[config.mk]
export PLATFORM = sky130hd
export DESIGN_NAME = pm_seq_ctrl
export DESIGN_NICKNAME = d
export VERILOG_FILES = /design/src/rtl/pm_pkg.sv /design/src/rtl/pm_wake_qual.sv /design/src/rtl/pm_mode_fsm.sv /design/src/rtl/pm_tmpl_regs.sv /design/src/rtl/pm_seq_ctrl.sv
export SDC_FILE = /design/constraint.sdc
export NUM_CORES = 1
export LEC_CHECK = 0
export ABC_CLOCK_PERIOD_IN_PS = 1920
export BUFFER_PORTS_ARGS = -buffer_cell sky130_fd_sc_hd__buf_2
export CORE_MARGIN = 4
export CORE_UTILIZATION = 49
export CTS_BUF_LIST = sky130_fd_sc_hd__clkbuf_16
export CTS_CLUSTER_DIAMETER = 200
export DETAILED_ROUTE_END_ITERATION = 8
export GPL_TIMING_DRIVEN = 0
export PLACE_DENSITY = 0.76
export SYNTH_ARGS = -nofsm -noshare
export SYNTH_HDL_FRONTEND = slang
export SYNTH_HIERARCHICAL = 1
export SYNTH_SLANG_ARGS = --single-unit
[constraint.sdc]
create_clock -name clk -period 1.92 [get_ports clk]
set_input_delay 0.096 -clock clk [delete_from_list [all_inputs] [get_ports clk]]
set_output_delay 0.096 -clock clk [all_outputs]
set_load 0.01 [all_outputs]
[src/rtl/pm_pkg.sv]
`timescale 1ns/1ps
package pm_pkg;

    typedef enum logic [2:0] {
        PM_ACTIVE = 3'd0,
        PM_ALT    = 3'd1,
        PM_SLEEP  = 3'd2,
        PM_HIBER  = 3'd3,
        PM_WAKING = 3'd4
    } pm_mode_e;

    // bit order matches the wake_cause port: rst=4 pin=3 tick=2 supv=1 periph=0
    typedef struct packed {
        logic rst;
        logic pin;
        logic tick;
        logic supv;
        logic periph;
    } wake_src_t;

    localparam int CAUSE_W = 5;

    localparam logic [1:0] ADDR_ACT = 2'd0;
    localparam logic [1:0] ADDR_ALT = 2'd1;
    localparam logic [1:0] ADDR_REQ = 2'd2;

    function automatic pm_mode_e req_to_mode(input logic [1:0] code);
        case (code)
            2'd0:    return PM_ACTIVE;
            2'd1:    return PM_ALT;
            2'd2:    return PM_SLEEP;
            default: return PM_HIBER;
        endcase
    endfunction

    function automatic logic is_run(input pm_mode_e m);
        return (m == PM_ACTIVE) || (m == PM_ALT);
    endfunction

    function automatic int imax(input int a, input int b);
        return (a > b) ? a : b;
    endfunction

endpackage

[src/rtl/pm_wake_qual.sv]
`timescale 1ns/1ps
// Filters raw wake inputs by the present state.
module pm_wake_qual
    import pm_pkg::*;
(
    input  pm_mode_e  mode,
    input  wake_src_t src,
    output wake_src_t acc,
    output logic      wake_any,
    output logic      rst_hit
);
    always_comb begin
        acc     = '0;
        acc.rst = src.rst;
        if (mode != PM_WAKING) begin
            acc.pin = src.pin;
        end
        if (is_run(mode) || mode == PM_SLEEP) begin
            acc.tick   = src.tick;
            acc.supv   = src.supv;
            acc.periph = src.periph;
        end
        wake_any = acc.pin | acc.tick | acc.supv | acc.periph;
        rst_hit  = acc.rst;
    end
endmodule

[src/rtl/pm_mode_fsm.sv]
`timescale 1ns/1ps
// Global state register plus resume countdown.
module pm_mode_fsm
    import pm_pkg::*;
#(
    parameter int SLEEP_DLY = 1875,
    parameter int HIB_DLY   = 12500
) (
    input  logic     clk,
    input  logic     rst,
    input  logic     wake_any,
    input  logic     rst_hit,
    input  logic     req_valid,
    input  logic [1:0] req_code,
    output pm_mode_e mode,
    output logic     cpu_force
);
    localparam int CW = $clog2(imax(SLEEP_DLY, HIB_DLY) + 1);
    localparam logic [CW-1:0] SLP_LOAD = CW'(SLEEP_DLY - 1);
    localparam logic [CW-1:0] HIB_LOAD = CW'(HIB_DLY - 1);

    pm_mode_e      mode_q, mode_d;
    logic [CW-1:0] cnt_q, cnt_d;

    always_comb begin
        mode_d    = mode_q;
        cnt_d     = cnt_q;
        cpu_force = 1'b0;
        if (rst_hit) begin
            mode_d    = PM_ACTIVE;
            cnt_d     = '0;
            cpu_force = 1'b1;
        end else begin
            case (mode_q)
                PM_ACTIVE, PM_ALT: begin
                    if (wake_any) begin
                        mode_d    = PM_ACTIVE;
                        cpu_force = 1'b1;
                    end else if (req_valid) begin
                        mode_d = req_to_mode(req_code);
                    end
                end
                PM_SLEEP: if (wake_any) begin
                    mode_d = PM_WAKING;
                    cnt_d  = SLP_LOAD;
                end
                PM_HIBER: if (wake_any) begin
                    mode_d = PM_WAKING;
                    cnt_d  = HIB_LOAD;
                end
                PM_WAKING: begin
                    if (cnt_q == '0) begin
                        mode_d    = PM_ACTIVE;
                        cpu_force = 1'b1;
                    end else begin
                        cnt_d = cnt_q - 1'b1;
                    end
                end
                default: mode_d = PM_ACTIVE;
            endcase
        end
    end

    always_ff @(posedge clk) begin
        if (rst) begin
            mode_q <= PM_ACTIVE;
            cnt_q  <= '0;
        end else begin
            mode_q <= mode_d;
            cnt_q  <= cnt_d;
        end
    end

    assign mode = mode_q;
endmodule

[src/rtl/pm_tmpl_regs.sv]
`timescale 1ns/1ps
// The two resource templates; processor bit forced on at wake.
module pm_tmpl_regs
    import pm_pkg::*;
#(
    parameter int NRES    = 8,
    parameter int CPU_IDX = 0
) (
    input  logic            clk,
    input  logic            rst,
    input  logic            we,
    input  logic [1:0]      addr,
    input  logic [NRES-1:0] wdata,
    input  logic            cpu_force,
    output logic [NRES-1:0] act_tmpl,
    output logic [NRES-1:0] alt_tmpl
);
    always_ff @(posedge clk) begin
        if (rst) begin
            act_tmpl <= '1;
            alt_tmpl <= '1;
        end else begin
            if (we && addr == ADDR_ACT) act_tmpl <= wdata;
            if (we && addr == ADDR_ALT) alt_tmpl <= wdata;
            if (cpu_force) act_tmpl[CPU_IDX] <= 1'b1;
        end
    end
endmodule

[src/rtl/pm_seq_ctrl.sv]
`timescale 1ns/1ps
module pm_seq_ctrl
    import pm_pkg::*;
#(
    parameter int NRES      = 8,
    parameter int SLEEP_DLY = 1875,
    parameter int HIB_DLY   = 12500
) (
    input  logic                clk,
    input  logic                rst,
    input  logic                cfg_we,
    input  logic [1:0]          cfg_addr,
    input  logic [NRES-1:0]     cfg_wdata,
    input  logic                cause_rd,
    input  logic                wk_periph,
    input  logic                wk_supv,
    input  logic                wk_tick,
    input  logic                wk_pin,
    input  logic                rst_ext,
    input  logic                rst_wdog,
    input  logic                rst_prec,
    output logic [2:0]          cur_mode,
    output logic [CAUSE_W-1:0]  wake_cause,
    output logic [NRES-1:0]     clk_en,
    output logic [NRES-1:0]     bias_en
);
    wake_src_t       src, acc;
    logic            wake_any, rst_hit, cpu_force;
    pm_mode_e        mode;
    logic [NRES-1:0] act_tmpl, alt_tmpl;
    logic [CAUSE_W-1:0] cause_q;

    always_comb begin
        src.rst    = rst_ext | rst_wdog | rst_prec;
        src.pin    = wk_pin;
        src.tick   = wk_tick;
        src.supv   = wk_supv;
        src.periph = wk_periph;
    end

    pm_wake_qual u_qual (
        .mode     (mode),
        .src      (src),
        .acc      (acc),
        .wake_any (wake_any),
        .rst_hit  (rst_hit)
    );

    pm_mode_fsm #(.SLEEP_DLY(SLEEP_DLY), .HIB_DLY(HIB_DLY)) u_fsm (
        .clk       (clk),
        .rst       (rst),
        .wake_any  (wake_any),
        .rst_hit   (rst_hit),
        .req_valid (cfg_we && cfg_addr == ADDR_REQ),
        .req_code  (cfg_wdata[1:0]),
        .mode      (mode),
        .cpu_force (cpu_force)
    );

    pm_tmpl_regs #(.NRES(NRES), .CPU_IDX(0)) u_tmpl (
        .clk       (clk),
        .rst       (rst),
        .we        (cfg_we),
        .addr      (cfg_addr),
        .wdata     (cfg_wdata),
        .cpu_force (cpu_force),
        .act_tmpl  (act_tmpl),
        .alt_tmpl  (alt_tmpl)
    );

    always_ff @(posedge clk) begin
        if (rst) begin
            cause_q <= '0;
        end else if (wake_any || rst_hit) begin
            cause_q <= acc;
        end else if (cause_rd) begin
            cause_q <= '0;
        end
    end

    for (genvar i = 0; i < NRES; i++) begin : g_res
        logic on;
        assign on         = (mode == PM_ACTIVE && act_tmpl[i]) ||
                            (mode == PM_ALT    && alt_tmpl[i]);
        assign clk_en[i]  = on;
        assign bias_en[i] = on;
    end

    assign cur_mode   = mode;
    assign wake_cause = cause_q;
endmodule

==> impl_metrics.tcl, run 1 <==
set metrics [dict create \
    status "completed" \
    p_int_mw 1.34 \
    min_period_over_period 0.987 \
    first_global_vias 1790 \
    cpLargestDelayFamily "simple AND/OR/NAND/NOR gates" \
    r2r_start "u_fsm/mode[0]$_SDFFE_PP0P_" \
    dieWidth_um 74.1 \
    grt_max_degree 14 \
    cts_sinks 38 \
    max_cap_viol_count 0 \
    endpoint_kind "flip-flop" \
    dr.pass1.iters 4 \
    pwr-share-clk 0.444 \
    avgSynthCellArea_um2 8.67 \
    crit_chain "a21oi_1, a22o_4, and3b_2, a21oi_4, buf_4, or4b_1, a21boi_1" \
    power_density_nw_per_um2 643 \
    dp_hpwl_mm 3.43 \
    drt_wl_total_mm 4.76 \
    drive_gt1_frac 0.372 \
    fin_tns_setup_ps 0 \
    cts_made_buffers 5 \
    r2r_slack_ps 20 \
    cts_buffer_depth 2 \
    crit_slowest_cell "or4b_1" \
    combPwrFrac 0.082 \
    fin_util 0.648 \
    via_per_inst 5.42 \
    clk_pin_slew_worst_paths_ps 50 \
    clock.fmax_mhz 528 \
    whs_ps 72.3 \
    syn_area_um2 2140 \
    vias 1917 \
    io_buffers 44 \
    worstHoldPathType "input pin to flip-flop" \
    gp_congestion 0.794 \
    synthCells 247 \
    drc 0 \
    cp_slowest_stage_delay_ps 460 \
    clock_latency_ps 280 \
    synth_seq_cells 38 \
    fin_ws_ps 24.6 \
    fin_skew_ps 2.93 \
    core_area_um2 4120 \
    yosysTopAreaCell "dfxtp_1" \
    instances_no_fill 354 \
    wl_met2_mm 2.30 \
    syn-num-nets 269 \
    hold_buffers 0 \
    fillers 345 \
    clockRootBuffer "clkbuf_16" \
    synth_top_area_frac 0.355 \
    nNetsFinal 325 \
    first_iter_violations 81 \
    insertedDiodeCount 0 \
    h-tree-depth 2 \
    min_period_ps 1900 \
    dieArea_um2 5490 \
    path_max_fanout 7 \
    hold_start "rst" \
    avgRoutedWirePerCell_um 13.4 \
    ys_top_cells_by_area "dfxtp_1 (36%), mux2i_1 (12%), nor2_1 (7.4%)" \
    hold_end "wake_cause[3]$_SDFFE_PP0P_" \
    io_pins 45 \
    dp_cells 341 \
    drv_slew 0 \
    wl_met3_um 226 \
    dieHeight_um 74.1 \
    critPathKind "flip-flop to flip-flop" \
    finalSetupViolations 0 \
    ys_warn_count 6 \
    worstRegToRegCells 7 \
    cts_tree "yes" \
    start_util 0.520 \
    overflow 0 \
    antenna_left 0 \
    std_cell_rows 23 \
    reg2reg_to "u_fsm/cnt_q[3]$_SDFFE_PP0P_" \
    hold_depth 2 \
    cp-start-kind "flip-flop" \
    hold_violations 0 \
    synth_cell_type_count 47 \
    routed.top_layer "met4" \
    antenna_found_initial 0 \
    relSlewSlack 0.654 \
    rsz0062_at_grt "yes" \
    switchingPower_mw 0.370 \
    synth-seq-area-share 0.355 \
    gr-usage-all-layers 0.184 \
    cp.arrival_ps 2110 \
    worstMarginPinSlew_ps 518 \
    vdd_drop_max_mv 0.477 \
    wl_met1_mm 2.18 \
    place_ws_ps -123 \
    p_sw_frac 0.216 \
    grt_pass1_wl_mm 7.91 \
    pwr-share-seq 0.474 \
    required_ps 2130 \
    leakagePower_nw 1.16 \
    area_delta_synth_final_pct 24.5 \
    path_buf_inv 1 \
]
==> registers in the layout, indices dropped and copies added, names as in the netlist <==
register,cells
u_tmpl/alt_tmpl,8
u_fsm/mode,3
wake_cause,5
u_tmpl/act_tmpl,8
u_fsm/cnt_q,14
==> layout make-up <==
cell class | instances | area (µm²) | area share
Buffer | 30 | 211 | 0.0793
Clock buffer | 5 | 125 | 0.0469
Clock inverter | 3 | 12.5 | 0.00469
Inverter | 3 | 11.3 | 0.00422
Multi-Input combinational cell | 175 | 1210 | 0.453
Sequential cell | 38 | 769 | 0.289
Tap cell | 50 | 62.6 | 0.0235
Timing Repair Buffer | 50 | 265 | 0.0995
==> cell usage after synthesis (all sizes together) <==
| cell | instances |
|---|---|
| nor2 | 42 |
| nand2b | 1 |
| o41ai | 1 |
| buf | 28 |
| dfxtp | 38 |
| and2 | 5 |
| o211ai | 1 |
| nor4b | 1 |
| nand3b | 1 |
| and3b | 2 |
| nor3 | 9 |
| nand4 | 1 |
| nand3 | 1 |
| a21o | 1 |
| o21ai | 19 |
| inv | 3 |
| nand2 | 7 |
| or3b | 2 |
| or4 | 1 |
| or2 | 2 |
| or3 | 5 |
| nor3b | 1 |
| nor4 | 4 |
| nand4b | 1 |
| a21oi | 18 |
| o21a | 1 |
| a21bo | 1 |
| o31ai | 2 |
| nor2b | 1 |
| ha | 1 |
| a22o | 1 |
| a21boi | 3 |
| mux2i | 25 |
| clkbuf | 3 |
| a311oi | 3 |
| o31a | 3 |
| a211oi | 2 |
| or4b | 6 |
==> metal layers <==
metal | global-route usage | vias to the layer above
met5 | 0 | -
met4 | 0.0543 | 0
met3 | 0.0473 | 5
met2 | 0.314 | 37
met1 | 0.229 | 893
li1 | - | 982
==> worst register-to-register path, cell delays in order (launching register included) <==
cell,delay (ps)
dfxtp_2,340
a21oi_1,270
a22o_4,160
and3b_2,240
a21oi_4,60
buf_4,150
or4b_1,460
a21boi_1,140
==> worst max-delay path by stage <==
| stage | startpoint | to | slack, ps | cells past startpoint |
|---|---|---|---|---|
| floorplan | u_fsm/mode[2]$_SDFFE_PP0P_ | u_fsm/cnt_q[6]$_SDFFE_PP0P_ | 20 | 7 |
| global placement | u_fsm/mode[2]$_SDFFE_PP0P_ | u_fsm/cnt_q[6]$_SDFFE_PP0P_ | -100 | 7 |
| detailed placement | u_fsm/mode[2]$_SDFFE_PP0P_ | u_fsm/cnt_q[6]$_SDFFE_PP0P_ | -120 | 7 |
| CTS | u_fsm/cnt_q[0]$_SDFFE_PP0P_ | u_fsm/cnt_q[0]$_SDFFE_PP0P_ | 0.6 | 8 |
| global route | u_fsm/mode[0]$_SDFFE_PP0P_ | u_fsm/cnt_q[3]$_SDFFE_PP0P_ | -50 | 7 |
| finish | u_fsm/mode[0]$_SDFFE_PP0P_ | u_fsm/cnt_q[3]$_SDFFE_PP0P_ | 20 | 7 |
==> power by group through the flow <==
stage | Combinational, mW | Clock (mW) | Sequential (mW)
5_1_grt | 0.156 | 0.805 | 0.814
2_1_floorplan | 0.0823 | 0 | 0.831
3_3_place_gp | 0.136 | 0 | 0.829
3_5_place_dp | 0.138 | 0 | 0.830
4_1_cts | 0.140 | 0.782 | 0.812
6_report | 0.141 | 0.760 | 0.812
==> layout by cell type, fill, tap and decap left out, types with 2 or more instances in the layout <==
master	count
nand2_1	6
inv_1	3
a21boi_1	3
buf_6	3
a311oi_1	3
nor2_2	2
o31ai_1	2
buf_4	24
o31a_1	3
o21ai_0	11
dfxtp_1	35
nor2_1	40
a21oi_2	5
or3_1	4
nor4_1	3
or4b_1	6
o21ai_2	2
dfxtp_4	2
a211oi_2	2
mux2i_1	25
a21oi_1	12
clkbuf_16	5
buf_2	51
and2_1	4
clkbuf_1	2
nor3_1	8
o21ai_1	6
==> through the flow <==
stage	power, mW	instance area [µm²]
global route	1.77	2670
CTS	1.73	2620
finish	1.71	2670
global placement	0.965	2440
detailed placement	0.969	2440
floorplan	0.914	2150
==> cell families (layout without fill, tap and decap cells) <==
kind of cell | after synthesis | after routing | synth area share
adders and majority gates | 1 | 1 | 0.00584
and+or+nand+nor | 93 | 93 | 0.250
AOI/OAI and AO/OA | 56 | 56 | 0.169
DFF | 38 | 38 | 0.355
muxes | 25 | 25 | 0.117
buffers and inverters | 34 | 91 | 0.103
==> repair_timing <==
| action | CTS | global route |
|---|---|---|
| setup buffers | 3 | 2 |
| pin swaps | 1 | 7 |
| gates cloned | 1 | 0 |
| endpoints found under the setup margin | 14 | 34 |
| resized for setup | 6 | 17 |
Power figures use the tool's default switching activity.
==> inputs of run 2 (changes only) <==
==> constraint.sdc (replaced) <==
create_clock -name clk -period 1.92 [get_ports clk]
set_input_delay 0.096 -clock clk [delete_from_list [all_inputs] [get_ports clk]]
set_output_delay 0.096 -clock clk [all_outputs]
set_load 0.005 [all_outputs]
==> run 2 against run 1 <==
The flow now finishes with violations (setup timing). Die area did not move. Clock power decreased by 0.5%. Setup slack got worse by 40 ps. Clock-buffer cell count stayed put. Register-to-register slack lost 40 ps. Sequential share of layout area is 0.76 points lower. Wire length up 8.3%. Core utilization grew 2.0 points. Largest cell class unchanged. Sequential power hardly changed.
==> impl_metrics.tcl, run 2 (synthesis results as in run 1) <==
set metrics [dict create \
    hold_violations 0 \
    cp-start-kind "flip-flop" \
    cts_made_buffers 5 \
    io_pins 45 \
    finalSetupViolations 3 \
    fillers 345 \
    drive_gt1_frac 0.402 \
    placed_area_um2 2430 \
    crit_slowest_cell "or3b_4" \
    relSlewSlack 0.625 \
    cts_buffer_depth 2 \
    rsz0062_at_grt "yes" \
    cp_slowest_stage_delay_ps 400 \
    leakagePower_nw 1.20 \
    cpLargestDelayFamily "compound AO/OA/AOI/OAI gates" \
    clock.fmax_mhz 517 \
    cts_sinks 38 \
    power_density_nw_per_um2 619 \
    endpoint_kind "flip-flop" \
    worstMarginPinSlew_ps 563 \
    required_ps 2110 \
    fin_skew_ps 3.24 \
    critPathKind "flip-flop to flip-flop" \
    nNetsFinal 332 \
    top_regs "u_fsm/cnt_q x14, u_tmpl/act_tmpl x8, u_tmpl/alt_tmpl x8" \
    first_iter_violations 138 \
    gp_congestion 0.811 \
    final_cell_area_um2 2750 \
    overflow 0 \
    std_cell_rows 23 \
    cp_common_cell "a211oi_2" \
    cp.arrival_ps 2130 \
    clk_pin_slew_worst_paths_ps 60 \
    grt_max_degree 14 \
    largest-register "u_fsm/cnt_q" \
    grt_pass1_wl_mm 8.31 \
    avgRoutedWirePerCell_um 14.3 \
    status "finished, violations left" \
    final_common_cell "buf_2" \
    dieWidth_um 74.1 \
    path_max_fanout 5 \
    min_period_over_period 1.01 \
    max_cap_viol_count 0 \
    layout_common_cells "buf_2 (51), nor2_1 (40), dfxtp_1 (35), buf_4 (28), mux2i_1 (25)" \
    largest_reg_flops 14 \
    dieHeight_um 74.1 \
    dr.pass1.iters 4 \
    antenna_found_initial 0 \
    core_area_um2 4120 \
    path_buf_inv 1 \
    antenna_left 0 \
    hold_buffers 0 \
    vias 2007 \
    insertedDiodeCount 0 \
    whs_ps 67.7 \
    cts_tree "yes" \
    dieArea_um2 5490 \
    worstHoldPathType "input pin to flip-flop" \
    via_per_inst 5.56 \
    area_delta_synth_final_pct 28.3 \
    violations "setup timing" \
    dp_hpwl_mm 3.42 \
    drv_slew 0 \
    fin_ws_ps -15.1 \
    gr-usage-all-layers 0.195 \
    io_buffers 44 \
    h-tree-depth 2 \
    vdd_drop_max_mv 0.410 \
    drt_wl_total_mm 5.15 \
    drc 0 \
    first_global_vias 1864 \
    fin_tns_setup_ps -30.3 \
    crit_chain "or3b_4, a22o_4, and3b_2, a21oi_4, buf_6, a211oi_2, a211oi_2" \
    start_util 0.520 \
    clock_latency_ps 270 \
    clockRootBuffer "clkbuf_16" \
    min_period_ps 1940 \
]
## run 2: cell count changes in the layout (fill, tap and decap cells not counted), moves of 2 or more
cell and delta:
buf_6 +2, o21ai_0 -3, buf_4 +4, o21ai_2 +4
## run 2: cell type report
| type | count | area, µm² | share of cell area |
|---|---|---|---|
| tap | 50 | 62.6 | 0.0228 |
| multi-input combinational | 175 | 1230 | 0.448 |
| buffer | 31 | 216 | 0.0788 |
| sequential | 38 | 772 | 0.281 |
| clock buffer | 5 | 125 | 0.0455 |
| clock inverter | 3 | 12.5 | 0.00455 |
| timing repair buffer | 56 | 318 | 0.116 |
| inverter | 3 | 11.3 | 0.00410 |
## run 2: final timing paths
check             slack (ps)  cells after the start                          from                            to
setup reg to reg         -20                      7    u_fsm/mode[1]$_SDFFE_PP0P_   u_fsm/cnt_q[0]$_SDFFE_PP0P_
setup / recovery         -20                      7    u_fsm/mode[1]$_SDFFE_PP0P_   u_fsm/cnt_q[0]$_SDFFE_PP0P_
hold / removal            70                      2                           rst    wake_cause[1]$_SDFFE_PP0P_
hold reg to reg          490                      2  u_fsm/cnt_q[12]$_SDFFE_PP0P_  u_fsm/cnt_q[12]$_SDFFE_PP0P_
## run 2: per-layer routing
metal  part of all wire  global-route usage  wire, µm
met1               0.42               0.238      2180
met3              0.078              0.0446       400
met4             0.0083              0.0644        43
met2               0.49               0.340      2530
met5                  0                   0         0
## run 2: power by group
| group | switching (mW) | internal (mW) | leakage, nW |
|---|---|---|---|
| Sequential | 0.00822 | 0.802 | 0.312 |
| Clock | 0.288 | 0.468 | 0.0724 |
| Combinational | 0.0631 | 0.0712 | 0.819 |
## run 2: per-stage QoR
| stage | total power [mW] | setup WS (ps) | std cells | utilization |
|---|---|---|---|---|
| after floorplan | 0.908 | 0.0401 | 247 | - |
| after global placement | 0.960 | -143 | 341 | 0.591 |
| after detailed placement | 0.963 | -178 | 341 | 0.591 |
| after CTS | 1.72 | 9.68 | 355 | 0.640 |
| after global routing | 1.76 | -82.7 | 361 | 0.668 |
| final | 1.70 | -15.1 | 361 | 0.668 |
## run 2: repair_timing
action                                  in CTS  in global routing
cloned                                       1                  1
resized for setup                            9                 30
pin swaps                                    3                 11
endpoints found under the setup margin      15                 25
buffers inserted                             5                  5
